## config.mk

```make
export PLATFORM = sky130hd
export DESIGN_NAME = loopback_selftest
export DESIGN_NICKNAME = d
export VERILOG_FILES = /design/src/rtl/lt_pkg.sv /design/src/rtl/lt_word_cmp.sv /design/src/rtl/lt_timeout.sv /design/src/rtl/loopback_selftest.sv
export SDC_FILE = /design/constraint.sdc
export NUM_CORES = 1
export LEC_CHECK = 0
export ABC_AREA = 1
export CORE_MARGIN = 3
export CORE_UTILIZATION = 43
export CTS_CLUSTER_DIAMETER = 50
export DETAILED_ROUTE_END_ITERATION = 7
export HOLD_SLACK_MARGIN = 0.06
export PLACE_DENSITY = 0.76
export SETUP_SLACK_MARGIN = 0.2
export SYNTH_ARGS = -nofsm -noshare
export SYNTH_HDL_FRONTEND = slang
export SYNTH_SLANG_ARGS = --single-unit
```

## constraint.sdc

```tcl
create_clock -name clk_i -period 1.5 [get_ports clk_i]
set_input_delay 0.3 -clock clk_i [delete_from_list [all_inputs] [get_ports clk_i]]
set_output_delay 0.3 -clock clk_i [all_outputs]
set_load 0.02 [all_outputs]
```

## src/rtl/lt_pkg.sv

```systemverilog
package lt_pkg;
   typedef enum logic {
      LT_IDLE = 1'b0,
      LT_WAIT = 1'b1
   } lt_state_e;
endpackage

```

## src/rtl/lt_word_cmp.sv

```systemverilog
module lt_word_cmp #(
   parameter int W = 16
) (
   input  logic [W-1:0] a_i,
   input  logic [W-1:0] b_i,
   output logic         differ_o
);
   generate
      if (W < 1) begin : g_bad_w
         $error("lt_word_cmp: W must be at least 1");
      end
   endgenerate

   logic [W-1:0] bit_diff;

   for (genvar b = 0; b < W; b++) begin : g_bit
      assign bit_diff[b] = a_i[b] ^ b_i[b];
   end

   assign differ_o = |bit_diff;
endmodule

```

## src/rtl/lt_timeout.sv

```systemverilog
module lt_timeout #(
   parameter int LIMIT = 64
) (
   input  logic clk_i,
   input  logic rst_ni,
   input  logic run_i,
   input  logic clr_i,
   output logic expire_o
);
   localparam int CW = (LIMIT > 1) ? $clog2(LIMIT) : 1;
   localparam logic [CW-1:0] LAST = CW'(LIMIT - 1);

   generate
      if (LIMIT < 2) begin : g_bad_limit
         $error("lt_timeout: LIMIT must be at least 2");
      end
   endgenerate

   logic [CW-1:0] cnt_q;

   always_ff @(posedge clk_i or negedge rst_ni) begin
      if (!rst_ni) begin
         cnt_q <= '0;
      end else if (clr_i) begin
         cnt_q <= '0;
      end else if (run_i && cnt_q != LAST) begin
         cnt_q <= cnt_q + 1'b1;
      end
   end

   assign expire_o = run_i && !clr_i && (cnt_q == LAST);

   AST_CNT_BOUNDED: assert property (@(posedge clk_i) disable iff (!rst_ni)
      cnt_q <= LAST);
   AST_CNT_RESTART: assert property (@(posedge clk_i) disable iff (!rst_ni)
      clr_i |=> cnt_q == '0);
endmodule

```

## src/rtl/loopback_selftest.sv

```systemverilog
module loopback_selftest
   import lt_pkg::*;
#(
   parameter int W           = 16,
   parameter int AW          = 12,
   parameter int TIMEOUT_CYC = 64
) (
   input  logic          clk_i,
   input  logic          rst_ni,
   input  logic          mode_bc_i,
   input  logic          offline_req_i,
   input  logic          msg_start_i,
   input  logic          tx_valid_i,
   input  logic          tx_last_i,
   input  logic [W-1:0]  tx_word_i,
   input  logic [AW-1:0] tx_addr_i,
   input  logic          rx_valid_i,
   input  logic          rx_err_i,
   input  logic [W-1:0]  rx_word_i,
   output logic          xcvr_inhibit_o,
   output logic          loop_route_o,
   output logic          mem_we_o,
   output logic [AW-1:0] mem_addr_o,
   output logic [W-1:0]  mem_wdata_o,
   output logic          loop_fail_o,
   output logic          term_flag_o
);
   generate
      if (AW < 1) begin : g_bad_aw
         $error("loopback_selftest: AW must be at least 1");
      end
      if (TIMEOUT_CYC < 2) begin : g_bad_to
         $error("loopback_selftest: TIMEOUT_CYC must be at least 2");
      end
   endgenerate

   lt_state_e     state_q;
   logic [W-1:0]  exp_word_q;
   logic [AW-1:0] wb_addr_q;
   logic          bc_q;
   logic          offl_q;
   logic          word_differ;
   logic          expired;
   logic          pending;
   logic          bad_word;

   assign pending  = (state_q == LT_WAIT) && !msg_start_i;
   assign bad_word = rx_err_i || word_differ;

   lt_word_cmp #(.W(W)) cmp_i (
      .a_i      (exp_word_q),
      .b_i      (rx_word_i),
      .differ_o (word_differ)
   );

   lt_timeout #(.LIMIT(TIMEOUT_CYC)) tmo_i (
      .clk_i    (clk_i),
      .rst_ni   (rst_ni),
      .run_i    (pending && !rx_valid_i),
      .clr_i    (state_q != LT_WAIT || msg_start_i),
      .expire_o (expired)
   );

   always_ff @(posedge clk_i or negedge rst_ni) begin
      if (!rst_ni) begin
         state_q     <= LT_IDLE;
         exp_word_q  <= '0;
         wb_addr_q   <= '0;
         bc_q        <= 1'b0;
         offl_q      <= 1'b0;
         mem_we_o    <= 1'b0;
         mem_addr_o  <= '0;
         mem_wdata_o <= '0;
         loop_fail_o <= 1'b0;
         term_flag_o <= 1'b0;
      end else begin
         mem_we_o <= 1'b0;
         if (msg_start_i) begin
            state_q     <= LT_IDLE;
            bc_q        <= mode_bc_i;
            offl_q      <= mode_bc_i && offline_req_i;
            loop_fail_o <= 1'b0;
            term_flag_o <= 1'b0;
         end else begin
            unique case (state_q)
               LT_IDLE: begin
                  if (tx_valid_i && tx_last_i) begin
                     exp_word_q <= tx_word_i;
                     wb_addr_q  <= tx_addr_i + 1'b1;
                     state_q    <= LT_WAIT;
                  end
               end
               LT_WAIT: begin
                  if (rx_valid_i) begin
                     if (bc_q) begin
                        mem_we_o    <= 1'b1;
                        mem_addr_o  <= wb_addr_q;
                        mem_wdata_o <= rx_word_i;
                     end
                     if (bad_word) begin
                        loop_fail_o <= 1'b1;
                        term_flag_o <= !bc_q;
                     end
                     state_q <= LT_IDLE;
                     offl_q  <= 1'b0;
                  end else if (expired) begin
                     loop_fail_o <= 1'b1;
                     term_flag_o <= !bc_q;
                     state_q     <= LT_IDLE;
                     offl_q      <= 1'b0;
                  end
               end
               default: state_q <= LT_IDLE;
            endcase
         end
      end
   end

   assign xcvr_inhibit_o = offl_q;
   assign loop_route_o   = offl_q;

   AST_INHIBIT_BC_ONLY: assert property (@(posedge clk_i) disable iff (!rst_ni)
      xcvr_inhibit_o |-> bc_q);
   AST_WE_SINGLE: assert property (@(posedge clk_i) disable iff (!rst_ni)
      mem_we_o |=> !mem_we_o);
   AST_WE_NOT_RT: assert property (@(posedge clk_i) disable iff (!rst_ni)
      mem_we_o |-> bc_q);
   AST_TERM_NOT_BC: assert property (@(posedge clk_i) disable iff (!rst_ni)
      term_flag_o |-> !bc_q);
   AST_TERM_IMPLIES_FAIL: assert property (@(posedge clk_i) disable iff (!rst_ni)
      term_flag_o |-> loop_fail_o);
   AST_FLAGS_CLEARED: assert property (@(posedge clk_i) disable iff (!rst_ni)
      msg_start_i |=> (!loop_fail_o && !term_flag_o));
   AST_FAIL_STICKY: assert property (@(posedge clk_i) disable iff (!rst_ni)
      (loop_fail_o && !msg_start_i) |=> loop_fail_o);
   AST_IDLE_NO_WRITE: assert property (@(posedge clk_i) disable iff (!rst_ni)
      (state_q == LT_IDLE) |=> !mem_we_o);
endmodule

```

-- Yosys cells after proc, flatten, opt, wreduce, memory -nomap -nowiden
Cells that the tools add are included.
- add/subtract/negate cells: 2
- equality and inequality tests: 3
- muxes and demuxes: 25
- bitwise logic cells: 18
- reductions and logical operators: 21
- operator list (kind ; count):
    $mux W1 ; 22
    $reduce_or A16 Y1 ; 1
    $xor A1 B1 Y1 ; 16
    $add A12 B1 Y12 const B ; 1
    $mux W6 ; 2
    $logic_and A1 B1 Y1 ; 7
    $add A6 B1 Y6 const B ; 1
    $eq A6 B6 Y1 const B ; 1
    $ne A6 B6 Y1 const B ; 1
    $reduce_and A3 Y1 ; 2
    $logic_not A1 Y1 ; 4
    $reduce_and A4 Y1 ; 1
    $reduce_bool A2 Y1 ; 2
    $ne A3 B2 Y1 const B ; 1
    $reduce_bool A3 Y1 ; 1
    $logic_or A1 B1 Y1 ; 2
    $not A1 Y1 ; 2
    $pmux W1 S2 ; 1
    $reduce_and A2 Y1 ; 1
- bits in registers: 68
- input port bits: 53
- output and inout bits: 33
- word-level logic and storage cells: 80

-- Depth between registers and ports, before layout
- word-level depth: 9
- gate-level depth with buffers: 10

-- Modules after synthesis
A second synthesis with hierarchy kept.
- cell total of the unflattened synthesis: 445
- area total of the unflattened synthesis: 3323.2 um2
- modules (own cells, without submodules) (module ; instances ; cells each ; area an instance (um2) ; sequential area each (um2)):
    loopback_selftest ; 1 ; 307 ; 2611.3 ; 1551.5
    lt_timeout ; 1 ; 49 ; 377.9 ; 150.1
    lt_word_cmp ; 1 ; 89 ; 334.1 ; 0.0

-- Worst setup path after synthesis
OpenSTA, ideal clock, no wires.
- kind: register -> register
- start: register tmo_i.cnt_q[0]
- end: register tmo_i.cnt_q[2]
- library setup time: 0.123 ns
- arrival: 1.294 ns
- required time: 1.377 ns
- slack: 0.083 ns
- cell stages (with the launch flop): 10
- path buffers: 1
- cell sequence: dfrtp_1 ha_1 nand2_1 nor2_1 nand3_1 and2_1 buf_2 nand2_1 o21ai_0 a21oi_1
- word-level cells in the longest chain between the ends: 3
- elaborated cells on any way between the ends: 6
- ends and longest elaborated chain (what ; line ; RTL):
    start, declared ; lt_timeout.sv:19 ; logic [CW-1:0] cnt_q;
    start signal, assigned ; lt_timeout.sv:27 ; cnt_q <= cnt_q + 1'b1;
    $add A6 B1 Y6 / $ne A6 B6 Y1 (equally long branches) ; lt_timeout.sv:27, lt_timeout.sv:26 ;
    $mux W6 / $logic_and A1 B1 Y1 (equally long branches) ; lt_timeout.sv:26 ; end else if (run_i && cnt_q != LAST) begin
    $mux W6 / $reduce_bool A2 Y1 (equally long branches) ; -- ;
Parallel ways exist; a longest one is shown, timed or not. The select of a mux whose other input is x is not followed.
A chain may end at the register's enable or synchronous reset.

-- Final worst setup path
- start: register tmo_i.cnt_q[1]
- end: register tmo_i.cnt_q[0]
- word-level cells in the longest chain between the ends: 3
- ends and longest elaborated chain (what ; line):
    $ne A6 B6 Y1 ; lt_timeout.sv:26
    $logic_and A1 B1 Y1 ; lt_timeout.sv:26
    $reduce_bool A2 Y1 (no line) ; --
No other way between the ends.

==> metrics.md <==
| Metric | Value |
|---|---|
| Proportion of layout cells with a drive suffix above 1 | `21.9%` |
| Worst Path Arrival | `1.67 ns` |
| Slew @ Worst Pin | `0.366 ns` |
| Setup Crit Path Kind | `reg -> reg` |
| Largest net degree at the start of global routing | `69` |
| Area growth syn-to-layout | `42.9%` |
| R2R setup slack | `0.09 ns` |
| Hold Crit Start | `tx_addr_i[0]` |
| Drt wl/cell | `13.0 um` |
| Max-cap violations | `0` |
| GP Congestion | `0.886` |
| Flop pwr share | `46.9%` |
| Vias in the first global route | `2813` |
| Drt via density | `4.71` |
| Core Area | `0.00687 mm2` |
| Die Span Y | `90.8 um` |
| CP Depth | `8` |
| Crit path largest cell delay | `0.37 ns` |
| Clk Latency, worst-skew pair | `0.33 ns` |
| Vias | `2822` |
| Io pins | `86` |
| Comb power frac | `25.7%` |
| Leakage Power | `2.29 nW` |
| Placed Instances | `574` |
| Crit-path cells | `ha_2 -> nand2_2 -> nor2_2 -> nand3_1 -> and2_4 -> nor3_4 -> nand2_1 -> o21ai_1` |
| CP max FO | `6` |
| Routed Antenna Nets | `0` |
| Worst VDD drop | `0.618 mV` |
| Relative slew slack | `75.6%` |
| RSZ-0062 raised after global routing | `true` |
| Synth area leader | `dfrtp_1` |
| Total track usage | `19.3%` |
| Buf/Inv on CP | `0` |
| Largest family of logic cells by synthesized area | `simple AND/OR/NAND/NOR gates` |
| Final Cycle Share | `93.8%` |
| Placed instance area | `0.00424 mm2` |
| Yosys cell types | `24` |
| Power, Total | `0.00510 W` |
| Most frequent cells in the layout | `nand2_1, dfrtp_1, clkdlybuf4s50_1, buf_4, inv_1` |
| #FFs+latches synth | `68` |
| Avg Inst Size Synth | `8.18 um2` |
| Hold Vio Cnt, Final | `0` |
| Clock slew at reported path FFs | `0.07 ns` |
| Critical Path Sink | `tmo_i.cnt_q[0]` |
| Class of the worst hold path | `in -> reg` |
| Sequential area share after synthesis | `55.0%` |
| PortBufs | `85` |
| Number of CTS-inserted buffers | `9` |
| FF-to-FF Start | `tmo_i.cnt_q[1]` |
| Initial antenna violation count | `0` |
| Area of the mapped netlist | `0.00309 mm2` |
| H-tree Lvls | `3` |
| CTS max path bufs | `2` |
| WP data required | `1.76 ns` |
| Final Max Tran Viols | `0` |
| Synth Net Count | `433` |
| CTS tree | `yes` |
| Status | `complete, no violations` |
| Global-route wire length before repair | `12.8 mm` |
| Finished Cell Area | `0.00442 mm2` |
| CTS sink count | `68` |
| Initial Util | `45.0%` |
| Iter 0 DRT Violations | `106` |
| Synthesized netlist cell count | `378` |
| Top delay family on crit path | `simple AND/OR/NAND/NOR gates` |
| Share of the synthesized area in the top cell type | `55.0%` |
| Post-DP HPWL | `5.49 mm` |
| Reg2Reg Depth | `8` |
| Nets@finish | `553` |
| Post-synthesis simple-gate area fraction | `27.4%` |
| Final setup skew | `0.00505 ns` |
| Total Routed Length | `7.76 mm` |
| Die W | `90.8 um` |
| Critical-path top delay cell | `dfrtp_1` |
| Most common cell after layout, fill and taps aside | `nand2_1` |
| Synth area leaders | `dfrtp_1, nand2_1, o21ai_0, inv_1, nor2_1` |
| Switching pwr | `0.00167 W` |
| Die ar. | `0.00825 mm2` |
| Non-filler instance count after layout | `599` |
| Clock period minus worst slack | `1.41 ns` |
| PwrDens | `1150 mW/mm2` |
| Clock power share | `27.4%` |
| Sw Ratio | `32.7%` |
| CP Capture Type | `register` |
| Pre-antenna DRT Iters | `4` |
| Crit path launch type | `register` |
| FF-to-FF End | `tmo_i.cnt_q[0]` |
| Final setup fails | `0` |
| Overflow after GRT | `0` |
| Cell-internal power | `0.00343 W` |
| DRC viols | `0` |
| Synth Area in XOR/XNOR | `3.96%` |
| Synthesis Warnings | `0` |
| Cell Rows | `30` |
| # diodes | `0` |
| FMAX | `711 MHz` |
| Worst setup path startpoint | `tmo_i.cnt_q[1]` |
| Multiplexer share of the synthesized area | `0%` |
| CTS Root Cell | `clkbuf_8` |
| Post-synthesis adder-cell area fraction | `0.809%` |
| Synth Area in Compound Gates | `6.76%` |
layer usage:
| metal | vias up | GRT usage, % | part of all wire, % |
|---|---|---|---|
| met4 | 0 | 9.55 | 1.7 |
| met2 | 91 | 31.3 | 49 |
| li1 | 1411 | - | - |
| met1 | 1309 | 24.0 | 43 |
| met5 | - | 0 | 0 |
| met3 | 11 | 4.92 | 6.8 |
per-stage QoR:
step | setup TNS [ns] | setup slack [ns] | hold slack (ns) | util (%)
finish | 0 | 0.0931 | 0.383 | 64.4
global route | -0.164 | -0.0420 | 0.386 | 64.4
CTS | 0 | 0.0423 | 0.343 | 65.2
detailed placement | -12.76 | -0.361 | 0.353 | 61.7
global placement | -11.37 | -0.293 | 0.347 | 61.7
floorplan | 0 | 0.145 | 0.00441 | -
cells in the mapped netlist:
cell and instances:
ha_1 2, nand4_1 1, nor2_2 1, xor2_1 10
and2_1 1, o21ai_1 2, a22o_1 1, inv_2 2
o21ai_0 33, a21oi_1 2, nand3_1 17, dfrtp_1 68
buf_2 6, nand3_2 1, nand3b_1 2, nor3_4 1
inv_1 30, nor2_1 24, clkbuf_1 2, a21o_1 2
buf_4 4, xnor2_1 4, nand2_1 159, nor3_1 3
cell type report:
type	count	area [um2]
fillers	581	2450
flip-flops and latches	68	1700
multi-input cells	266	1260
repair buffers	121	1030
clock buffers	11	151
inverters	32	120
well taps	96	120
clock inverters	5	36.3
state kept, by name (all words and copies together), names as in the netlist, 6 cells and up:
name	cells
wb_addr_q	12
mem_wdata_o	16
exp_word_q	16
tmo_i.cnt_q	6
mem_addr_o	12
timing repair:
action / in CTS / in global routing
hold endpoints to repair: 68 / 0
hold buffers: 1 / 0
endpoints found under the setup margin: 96 / 73
gates resized for setup: 121 / 38
pin swaps: 15 / 10
buffers inserted: 6 / 2
power groups by stage:
stage               clock network, W  logic [W]  registers, W
finish                       0.00140    0.00131       0.00239
global route                 0.00152    0.00145       0.00243
CTS                          0.00144    0.00141       0.00240
detailed placement                 0    0.00149       0.00242
global placement                   0    0.00145       0.00242
floorplan                          0   0.000447       0.00266
logic make-up (layout without fill, tap and decap cells):
group / Yosys count / after routing
simple gates: 210 / 210
flops: 68 / 68
buf+inv: 44 / 169
compound gates: 40 / 40
xor+xnor: 14 / 14
fa+ha+maj: 2 / 2
how the worst min path moves through the flow:
stage / slack [ns] / to / cells past startpoint
6_report: 0.38 / wb_addr_q[0] / 2
3_5_place_dp: 0.35 / mem_wdata_o[13] / 2
5_1_grt: 0.39 / wb_addr_q[0] / 2
2_1_floorplan: 0.004 / bc_q / 0
4_1_cts: 0.34 / wb_addr_q[0] / 2
3_3_place_gp: 0.35 / mem_wdata_o[13] / 2
(Power assumes the default switching activity.)
